`config.mk`:
```
export PLATFORM = sky130hd
export DESIGN_NAME = mdio_access_master
export DESIGN_NICKNAME = d
export VERILOG_FILES = /design/src/rtl/mdio_pkg.sv /design/src/rtl/mdio_clk_gen.sv /design/src/rtl/mdio_frame_engine.sv /design/src/rtl/mdio_access_reg.sv /design/src/rtl/mdio_access_master.sv
export SDC_FILE = /design/constraint.sdc
export NUM_CORES = 1
export LEC_CHECK = 0
export ABC_AREA = 1
export BUFFER_PORTS_ARGS = -buffer_cell sky130_fd_sc_hd__clkbuf_2
export CORE_MARGIN = 2
export CORE_UTILIZATION = 62
export DETAILED_ROUTE_END_ITERATION = 7
export GPL_TIMING_DRIVEN = 0
export HOLD_SLACK_MARGIN = 0.08
export PLACE_DENSITY = 0.87
export SLEW_MARGIN = 20
export SYNTH_ARGS = -nofsm -noshare
export SYNTH_HDL_FRONTEND = slang
export SYNTH_HIERARCHICAL = 1
export SYNTH_SLANG_ARGS = --single-unit
```
`constraint.sdc`:
```
create_clock -name clk -period 3.8 [get_ports clk]
set_clock_uncertainty 0.05 [all_clocks]
set_input_delay 0.57 -clock clk [delete_from_list [all_inputs] [get_ports clk]]
set_output_delay 0.57 -clock clk [all_outputs]
set_load 0.05 [all_outputs]
```
`src/rtl/mdio_pkg.sv`:
```
package mdio_pkg;
  localparam int unsigned PRE_LEN   = 32;
  localparam int unsigned REG_AW    = 5;
  localparam int unsigned DATA_W    = 16;
  localparam int unsigned FRAME_LEN = PRE_LEN + 2 + 2 + 5 + REG_AW + 2 + DATA_W;
  localparam int unsigned IDX_W     = $clog2(FRAME_LEN);
  // Bit time at which a read hands the wire to the PHY (turnaround start)
  localparam int unsigned TA_IDX    = PRE_LEN + 2 + 2 + 5 + REG_AW;
  localparam int unsigned DATA_IDX  = TA_IDX + 2;
  localparam logic [4:0]  PHY_ADDR_FIXED = 5'b00001;

  localparam int unsigned FLAG_BIT  = 31;
  localparam int unsigned RA_LSB    = 16;

  // Full serial frame, first bit at the MSB
  function automatic logic [FRAME_LEN-1:0] build_frame(
    input logic              rd,
    input logic [REG_AW-1:0] ra,
    input logic [DATA_W-1:0] wd
  );
    logic [1:0] op;
    logic [1:0] ta;
    op = rd ? 2'b10 : 2'b01;
    ta = rd ? 2'b11 : 2'b10;
    return {{PRE_LEN{1'b1}}, 2'b01, op, PHY_ADDR_FIXED, ra, ta,
            (rd ? {DATA_W{1'b1}} : wd)};
  endfunction

  // Whether the master drives the wire during a given bit time
  function automatic logic master_drives(input logic rd, input logic [IDX_W-1:0] idx);
    return !rd || (int'(idx) < TA_IDX);
  endfunction
endpackage

```
`src/rtl/mdio_clk_gen.sv`:
```
module mdio_clk_gen #(
  parameter int unsigned CLK_DIV = 4
) (
  input  logic clk,
  input  logic rst_n,
  input  logic run,
  output logic mdc,
  output logic rise_evt,
  output logic fall_evt
);
  localparam int unsigned CNT_W = (CLK_DIV > 1) ? $clog2(CLK_DIV) : 1;
  localparam logic [CNT_W-1:0] CNT_LAST = CNT_W'(CLK_DIV - 1);

  logic [CNT_W-1:0] cnt_q;
  logic             half_end;

  assign half_end = run && (cnt_q == CNT_LAST);
  assign rise_evt = half_end && !mdc;
  assign fall_evt = half_end && mdc;

  always_ff @(posedge clk or negedge rst_n) begin
    if (!rst_n) begin
      cnt_q <= '0;
      mdc   <= 1'b0;
    end else if (!run) begin
      cnt_q <= '0;
      mdc   <= 1'b0;
    end else if (half_end) begin
      cnt_q <= '0;
      mdc   <= !mdc;
    end else begin
      cnt_q <= cnt_q + 1'b1;
    end
  end

  p_evt_excl_r7: assert property (@(posedge clk) disable iff (!rst_n)
    $onehot0({rise_evt, fall_evt}));
  p_rise_from_low_r7: assert property (@(posedge clk) disable iff (!rst_n)
    rise_evt |=> mdc);
endmodule

```
`src/rtl/mdio_frame_engine.sv`:
```
module mdio_frame_engine
  import mdio_pkg::*;
(
  input  logic              clk,
  input  logic              rst_n,
  input  logic              start,
  input  logic              start_rd,
  input  logic [REG_AW-1:0] start_ra,
  input  logic [DATA_W-1:0] start_wd,
  input  logic              rise_evt,
  input  logic              fall_evt,
  input  logic              mdio_i,
  output logic              busy,
  output logic              done,
  output logic              xfer_rd,
  output logic [DATA_W-1:0] rd_word,
  output logic              mdio_o,
  output logic              mdio_oe
);
  localparam logic [IDX_W-1:0] LAST_IDX = IDX_W'(FRAME_LEN - 1);

  logic [FRAME_LEN-1:0] frame_sr;
  logic [IDX_W-1:0]     bit_idx;
  logic [IDX_W-1:0]     next_idx;
  logic                 last_bit;
  logic                 capture_now;

  assign next_idx    = bit_idx + 1'b1;
  assign last_bit    = (bit_idx == LAST_IDX);
  assign done        = busy && fall_evt && last_bit;
  assign capture_now = busy && rise_evt && xfer_rd && (int'(bit_idx) >= DATA_IDX);
  assign mdio_o      = frame_sr[FRAME_LEN-1];

  always_ff @(posedge clk or negedge rst_n) begin
    if (!rst_n) begin
      busy     <= 1'b0;
      xfer_rd  <= 1'b0;
      frame_sr <= '1;
      bit_idx  <= '0;
      mdio_oe  <= 1'b0;
      rd_word  <= '0;
    end else if (start) begin
      busy     <= 1'b1;
      xfer_rd  <= start_rd;
      frame_sr <= build_frame(start_rd, start_ra, start_wd);
      bit_idx  <= '0;
      mdio_oe  <= 1'b1;
      rd_word  <= '0;
    end else if (busy) begin
      if (capture_now) rd_word <= {rd_word[DATA_W-2:0], mdio_i};
      if (fall_evt) begin
        if (last_bit) begin
          busy     <= 1'b0;
          frame_sr <= '1;
          mdio_oe  <= 1'b0;
        end else begin
          bit_idx  <= next_idx;
          frame_sr <= {frame_sr[FRAME_LEN-2:0], 1'b1};
          mdio_oe  <= master_drives(xfer_rd, next_idx);
        end
      end
    end
  end

  p_ta_release_r4: assert property (@(posedge clk) disable iff (!rst_n)
    busy && xfer_rd && (int'(bit_idx) >= TA_IDX) |-> !mdio_oe);
  p_write_drive_r2: assert property (@(posedge clk) disable iff (!rst_n)
    busy && !xfer_rd |-> mdio_oe);
  p_no_restart_r8: assert property (@(posedge clk) disable iff (!rst_n)
    busy |-> !start);
endmodule

```
`src/rtl/mdio_access_reg.sv`:
```
module mdio_access_reg
  import mdio_pkg::*;
(
  input  logic              clk,
  input  logic              rst_n,
  input  logic              wr_en,
  input  logic [31:0]       wr_data,
  input  logic              busy,
  input  logic              done,
  input  logic              xfer_rd,
  input  logic [DATA_W-1:0] rd_word,
  output logic              start,
  output logic [31:0]       acc_q
);
  logic              flag_q;
  logic [REG_AW-1:0] ra_q;
  logic [DATA_W-1:0] data_q;

  assign start = wr_en && !busy;
  assign acc_q = {flag_q, {(31-RA_LSB-REG_AW){1'b0}}, ra_q, data_q};

  always_ff @(posedge clk or negedge rst_n) begin
    if (!rst_n) begin
      flag_q <= 1'b0;
      ra_q   <= '0;
      data_q <= '0;
    end else if (start) begin
      flag_q <= wr_data[FLAG_BIT];
      ra_q   <= wr_data[RA_LSB +: REG_AW];
      data_q <= wr_data[DATA_W-1:0];
    end else if (done) begin
      flag_q <= xfer_rd;
      if (xfer_rd) data_q <= rd_word;
    end
  end

  p_flag_clear_r3: assert property (@(posedge clk) disable iff (!rst_n)
    done && !xfer_rd |=> !acc_q[FLAG_BIT]);
  p_flag_set_r5: assert property (@(posedge clk) disable iff (!rst_n)
    done && xfer_rd |=> acc_q[FLAG_BIT] && (acc_q[DATA_W-1:0] == $past(rd_word)));
  p_busy_hold_r8: assert property (@(posedge clk) disable iff (!rst_n)
    busy && !done |=> $stable(acc_q));
  p_resv_dropped_r6: assert property (@(posedge clk) disable iff (!rst_n)
    start && (|wr_data[30:21]) |=> (acc_q[30:21] == '0));
endmodule

```
`src/rtl/mdio_access_master.sv`:
```
module mdio_access_master
  import mdio_pkg::*;
#(
  parameter int unsigned CLK_DIV = 4
) (
  input  logic        clk,
  input  logic        rst_n,
  input  logic        acc_wr_en,
  input  logic [31:0] acc_wr_data,
  output logic [31:0] acc_rd_data,
  output logic        mdc,
  input  logic        mdio_i,
  output logic        mdio_o,
  output logic        mdio_oe
);
  logic              start;
  logic              busy;
  logic              done;
  logic              xfer_rd;
  logic              rise_evt;
  logic              fall_evt;
  logic [DATA_W-1:0] rd_word;

  mdio_access_reg u_reg (
    .clk     (clk),
    .rst_n   (rst_n),
    .wr_en   (acc_wr_en),
    .wr_data (acc_wr_data),
    .busy    (busy),
    .done    (done),
    .xfer_rd (xfer_rd),
    .rd_word (rd_word),
    .start   (start),
    .acc_q   (acc_rd_data)
  );

  mdio_clk_gen #(.CLK_DIV(CLK_DIV)) u_clk (
    .clk      (clk),
    .rst_n    (rst_n),
    .run      (busy),
    .mdc      (mdc),
    .rise_evt (rise_evt),
    .fall_evt (fall_evt)
  );

  mdio_frame_engine u_eng (
    .clk      (clk),
    .rst_n    (rst_n),
    .start    (start),
    .start_rd (!acc_wr_data[FLAG_BIT]),
    .start_ra (acc_wr_data[RA_LSB +: REG_AW]),
    .start_wd (acc_wr_data[DATA_W-1:0]),
    .rise_evt (rise_evt),
    .fall_evt (fall_evt),
    .mdio_i   (mdio_i),
    .busy     (busy),
    .done     (done),
    .xfer_rd  (xfer_rd),
    .rd_word  (rd_word),
    .mdio_o   (mdio_o),
    .mdio_oe  (mdio_oe)
  );

  p_mdo_low_phase_r7: assert property (@(posedge clk) disable iff (!rst_n)
    !$stable(mdio_o) |-> !mdc);
  p_idle_mdc_r7: assert property (@(posedge clk) disable iff (!rst_n)
    !busy |-> !mdc);
endmodule

```
==> run summary <==
critical path capture point type: flip-flop
critical path class: flip-flop to flip-flop
Post-synth top cells: nand2_1 (152), inv_1 (86), dfstp_2 (64)
Register Area: 2930 sq um
simple-gate area share of the yosys netlist: 18.8%
die area: 9250 sq um
cell at the slowest stage of the critical path: dfrtp_1
gr usage total: 28.0%
Iteration-0 DRC Markers: 318
drt via density: 5.37
TritonRoute pass-1 iters: 5
cell taking the most area after synthesis: dfstp_2
Primary FF master, synth: dfstp_2
Fillers: 532
unrepaired setup endpoints after global routing: no
Mapped Cells: 596
Setup WS pre-CTS: 1560 ps
total gr overflow: 0
CP max FO: 10
fin worst setup slack: 1670 ps
Die Y: 96.2 um
Sink Count: 114
total power draw: 0.00298 W
Die W: 96.2 um
largest net degree at the start of global routing: 71
dpl cells: 761
crit-path cells: ha_1 > nand2_2 > nor2_1 > nand2_2 > nor3b_1 > nand2_2 > buf_6 > o21ai_0 > nand2_1 > nand2_1
crit-path max cell delay: 400 ps
H-tree depth: 4
CTS tree: built
Hold Buf Count CTS: 1
Yosys warnings: 6
Post-layout nets: 714
I/O Buffers: 50
GP Congestion: 0.917
post_cts resized: 0
I/O Pins: 71
area growth from synthesis to layout: 19.7%
Final period util: 56.2%
launching point of the worst reg2reg path: u_eng/bit_idx[1]$_DFFE_PN0P_
power per cell area: 472 nW/um^2
setup tns final: 0 ps
Synth area leaders: dfstp_2 (32%), dfrtp_1 (24%), nand2_1 (11%), inv_1 (6.1%), a22oi_1 (4.4%)
worst min path class: input port to flip-flop
post-synthesis compound-gate area fraction: 12.7%
first-pass GRT wire length: 19400 um
Core Region: 8220 sq um
antenna violations before repair: 0
Tmin final: 2130 ps
clock buffer depth: 2
Mapped Area: 5270 sq um
clock latency on the worst-skew pair: 520 ps
status: finished, final reports clean
Crit. Startpoint: u_eng/bit_idx[1]$_DFFE_PN0P_
Max Cap Violations: 0
Leakage: 3.23 nW
cell mode on critical path: nand2_2
DRC: 0
syn avg cell area: 8.84 sq um
Hold Path Origin: acc_wr_data[18]
VDD IR-drop max: 0.000373 V
fin area: 6310 sq um
final hold violation count: 0
Critical Path AT: 2540 ps
Synth top area share: 31.9%
Worst EP required: 4210 ps
Multi-input gate area: 1730 sq um
share of post-route cells with drive strength above 1: 31.2%
most common cell in the synthesized netlist: nand2_1
row cnt: 33
Async S/R FF share, synth: 100%
vias in the first global route: 4114
Initial Util: 64.1%
flops & latches, synth: 114
Setup crit start kind: flip-flop
Synth Area in XOR/XNOR: 0%
Fmax: 0.469 GHz
post-CTS setup buffer count: 0
CTS Buf Count: 17
Finish-stage setup viols: 0
root buffer cell: clkbuf_8
Area after DPL: 5720 sq um
post-synthesis sequential area ratio: 55.7%
Yosys cell types: 33
n_diodes: 0
Vias: 4260
largest family of logic cells by synthesized area: simple AND/OR/NAND/NOR gates
Worst-path clk slew: 60 ps
Routed WL per cell: 15.1 um
DRT Wirelength: 12000 um
Adder-Cell Fraction of Synth Area: 0.475%
DPL Wire Length: 7980 um
fin. max-slew vios: 0
Final Instance Count excl. Fillers: 794
Final ANT Viol Nets: 0
post-synthesis mux area share: 0%
EDFF count, synth: 0
==> cells in the final DEF (no fill, tap or decap), types with 4 or more instances in the layout <==
master and count:
a21oi_1 9, nand2_1 152, a22oi_1 31, inv_1 86, dfrtp_1 50, inv_6 4
nor2_1 35, clkbuf_16 17, buf_2 10, conb_1 10, o21ai_0 40, buf_4 16
o22ai_1 8, nand3_1 20, o21ai_1 24, dfstp_2 64, clkbuf_2 50, inv_2 4
nand2_2 18, clkinvlp_4 4, buf_6 8
==> path summary, 6_finish.rpt <==
kind                                                  to  slack [ps]  cells past startpoint
min                            u_reg/ra_q[2]$_DFFE_PN0P_         220                      3
max                          u_reg/data_q[3]$_DFFE_PN0P_        1670                     10
min in group asynchronous   u_reg/data_q[11]$_DFFE_PN0P_         510                      2
max in group asynchronous  u_eng/frame_sr[0]$_DFFE_PN1P_        2520                      3
min reg2reg                     u_clk/cnt_q[0]$_DFF_PN0_         390                      1
max reg2reg                  u_reg/data_q[3]$_DFFE_PN0P_        1670                     10
==> metrics by stage <==
stage | hold WS, ps | util (%)
2_1_floorplan | 224 | -
3_3_place_gp | 367 | 69.2
3_5_place_dp | 383 | 69.6
4_1_cts | 213 | 76.8
5_1_grt | 221 | 76.8
6_report | 217 | 76.8
==> critical path: cells and delay by family, from the launching register on <==
family | cells | cell delay (ps)
flops | 1 | 400
buf+inv | 1 | 190
simple gates | 7 | 990
fa+ha+maj | 1 | 210
compound gates | 1 | 230
==> state kept, by name, indices dropped and copies added, names as in the netlist <==
register / count
u_clk/cnt_q: 2
u_clk/mdc: 1
u_eng/bit_idx: 6
u_eng/busy: 1
u_eng/frame_sr: 64
u_eng/mdio_oe: 1
u_eng/rd_word: 16
u_eng/xfer_rd: 1
u_reg/data_q: 16
u_reg/flag_q: 1
u_reg/ra_q: 5
==> power breakdown <==
| group | internal, W | switching (W) |
|---|---|---|
| logic | 0.0000484 | 0.000127 |
| registers | 0.00126 | 0.0000175 |
| clock network | 0.000930 | 0.000592 |
==> routing by layer <==
metal  wire length (um)  global-route usage, %  vias up  part of all wire (%)
met5                  0                      0        -                     0
met4                300                   11.4        0                   2.5
met3                577                   6.66       23                   4.8
met2               6060                   45.6      132                    51
met1               5060                   36.0     2080                    42
li1                   -                      -     2025                     -
==> area by class of cell <==
cell class                 instances  share of cell area (%)
multi-input combinational        361                    27.4
timing repair buffer              52                    4.70
sequential                       114                    46.5
clock inverter                    13                    1.96
clock buffer                      19                    7.18
buffer                            38                    4.64
inverter                          92                    5.59
tap                              105                    2.08
==> kinds of logic (layout without fill, tap and decap cells) <==
family                     Yosys count  in the layout
DFF                                114            114
and+or+nand+nor                    234            234
AOI/OAI and AO/OA                  115            115
other                                1             10
adders and majority gates            2              2
buffers and inverters              130            214
Power figures use the tool's default switching activity.
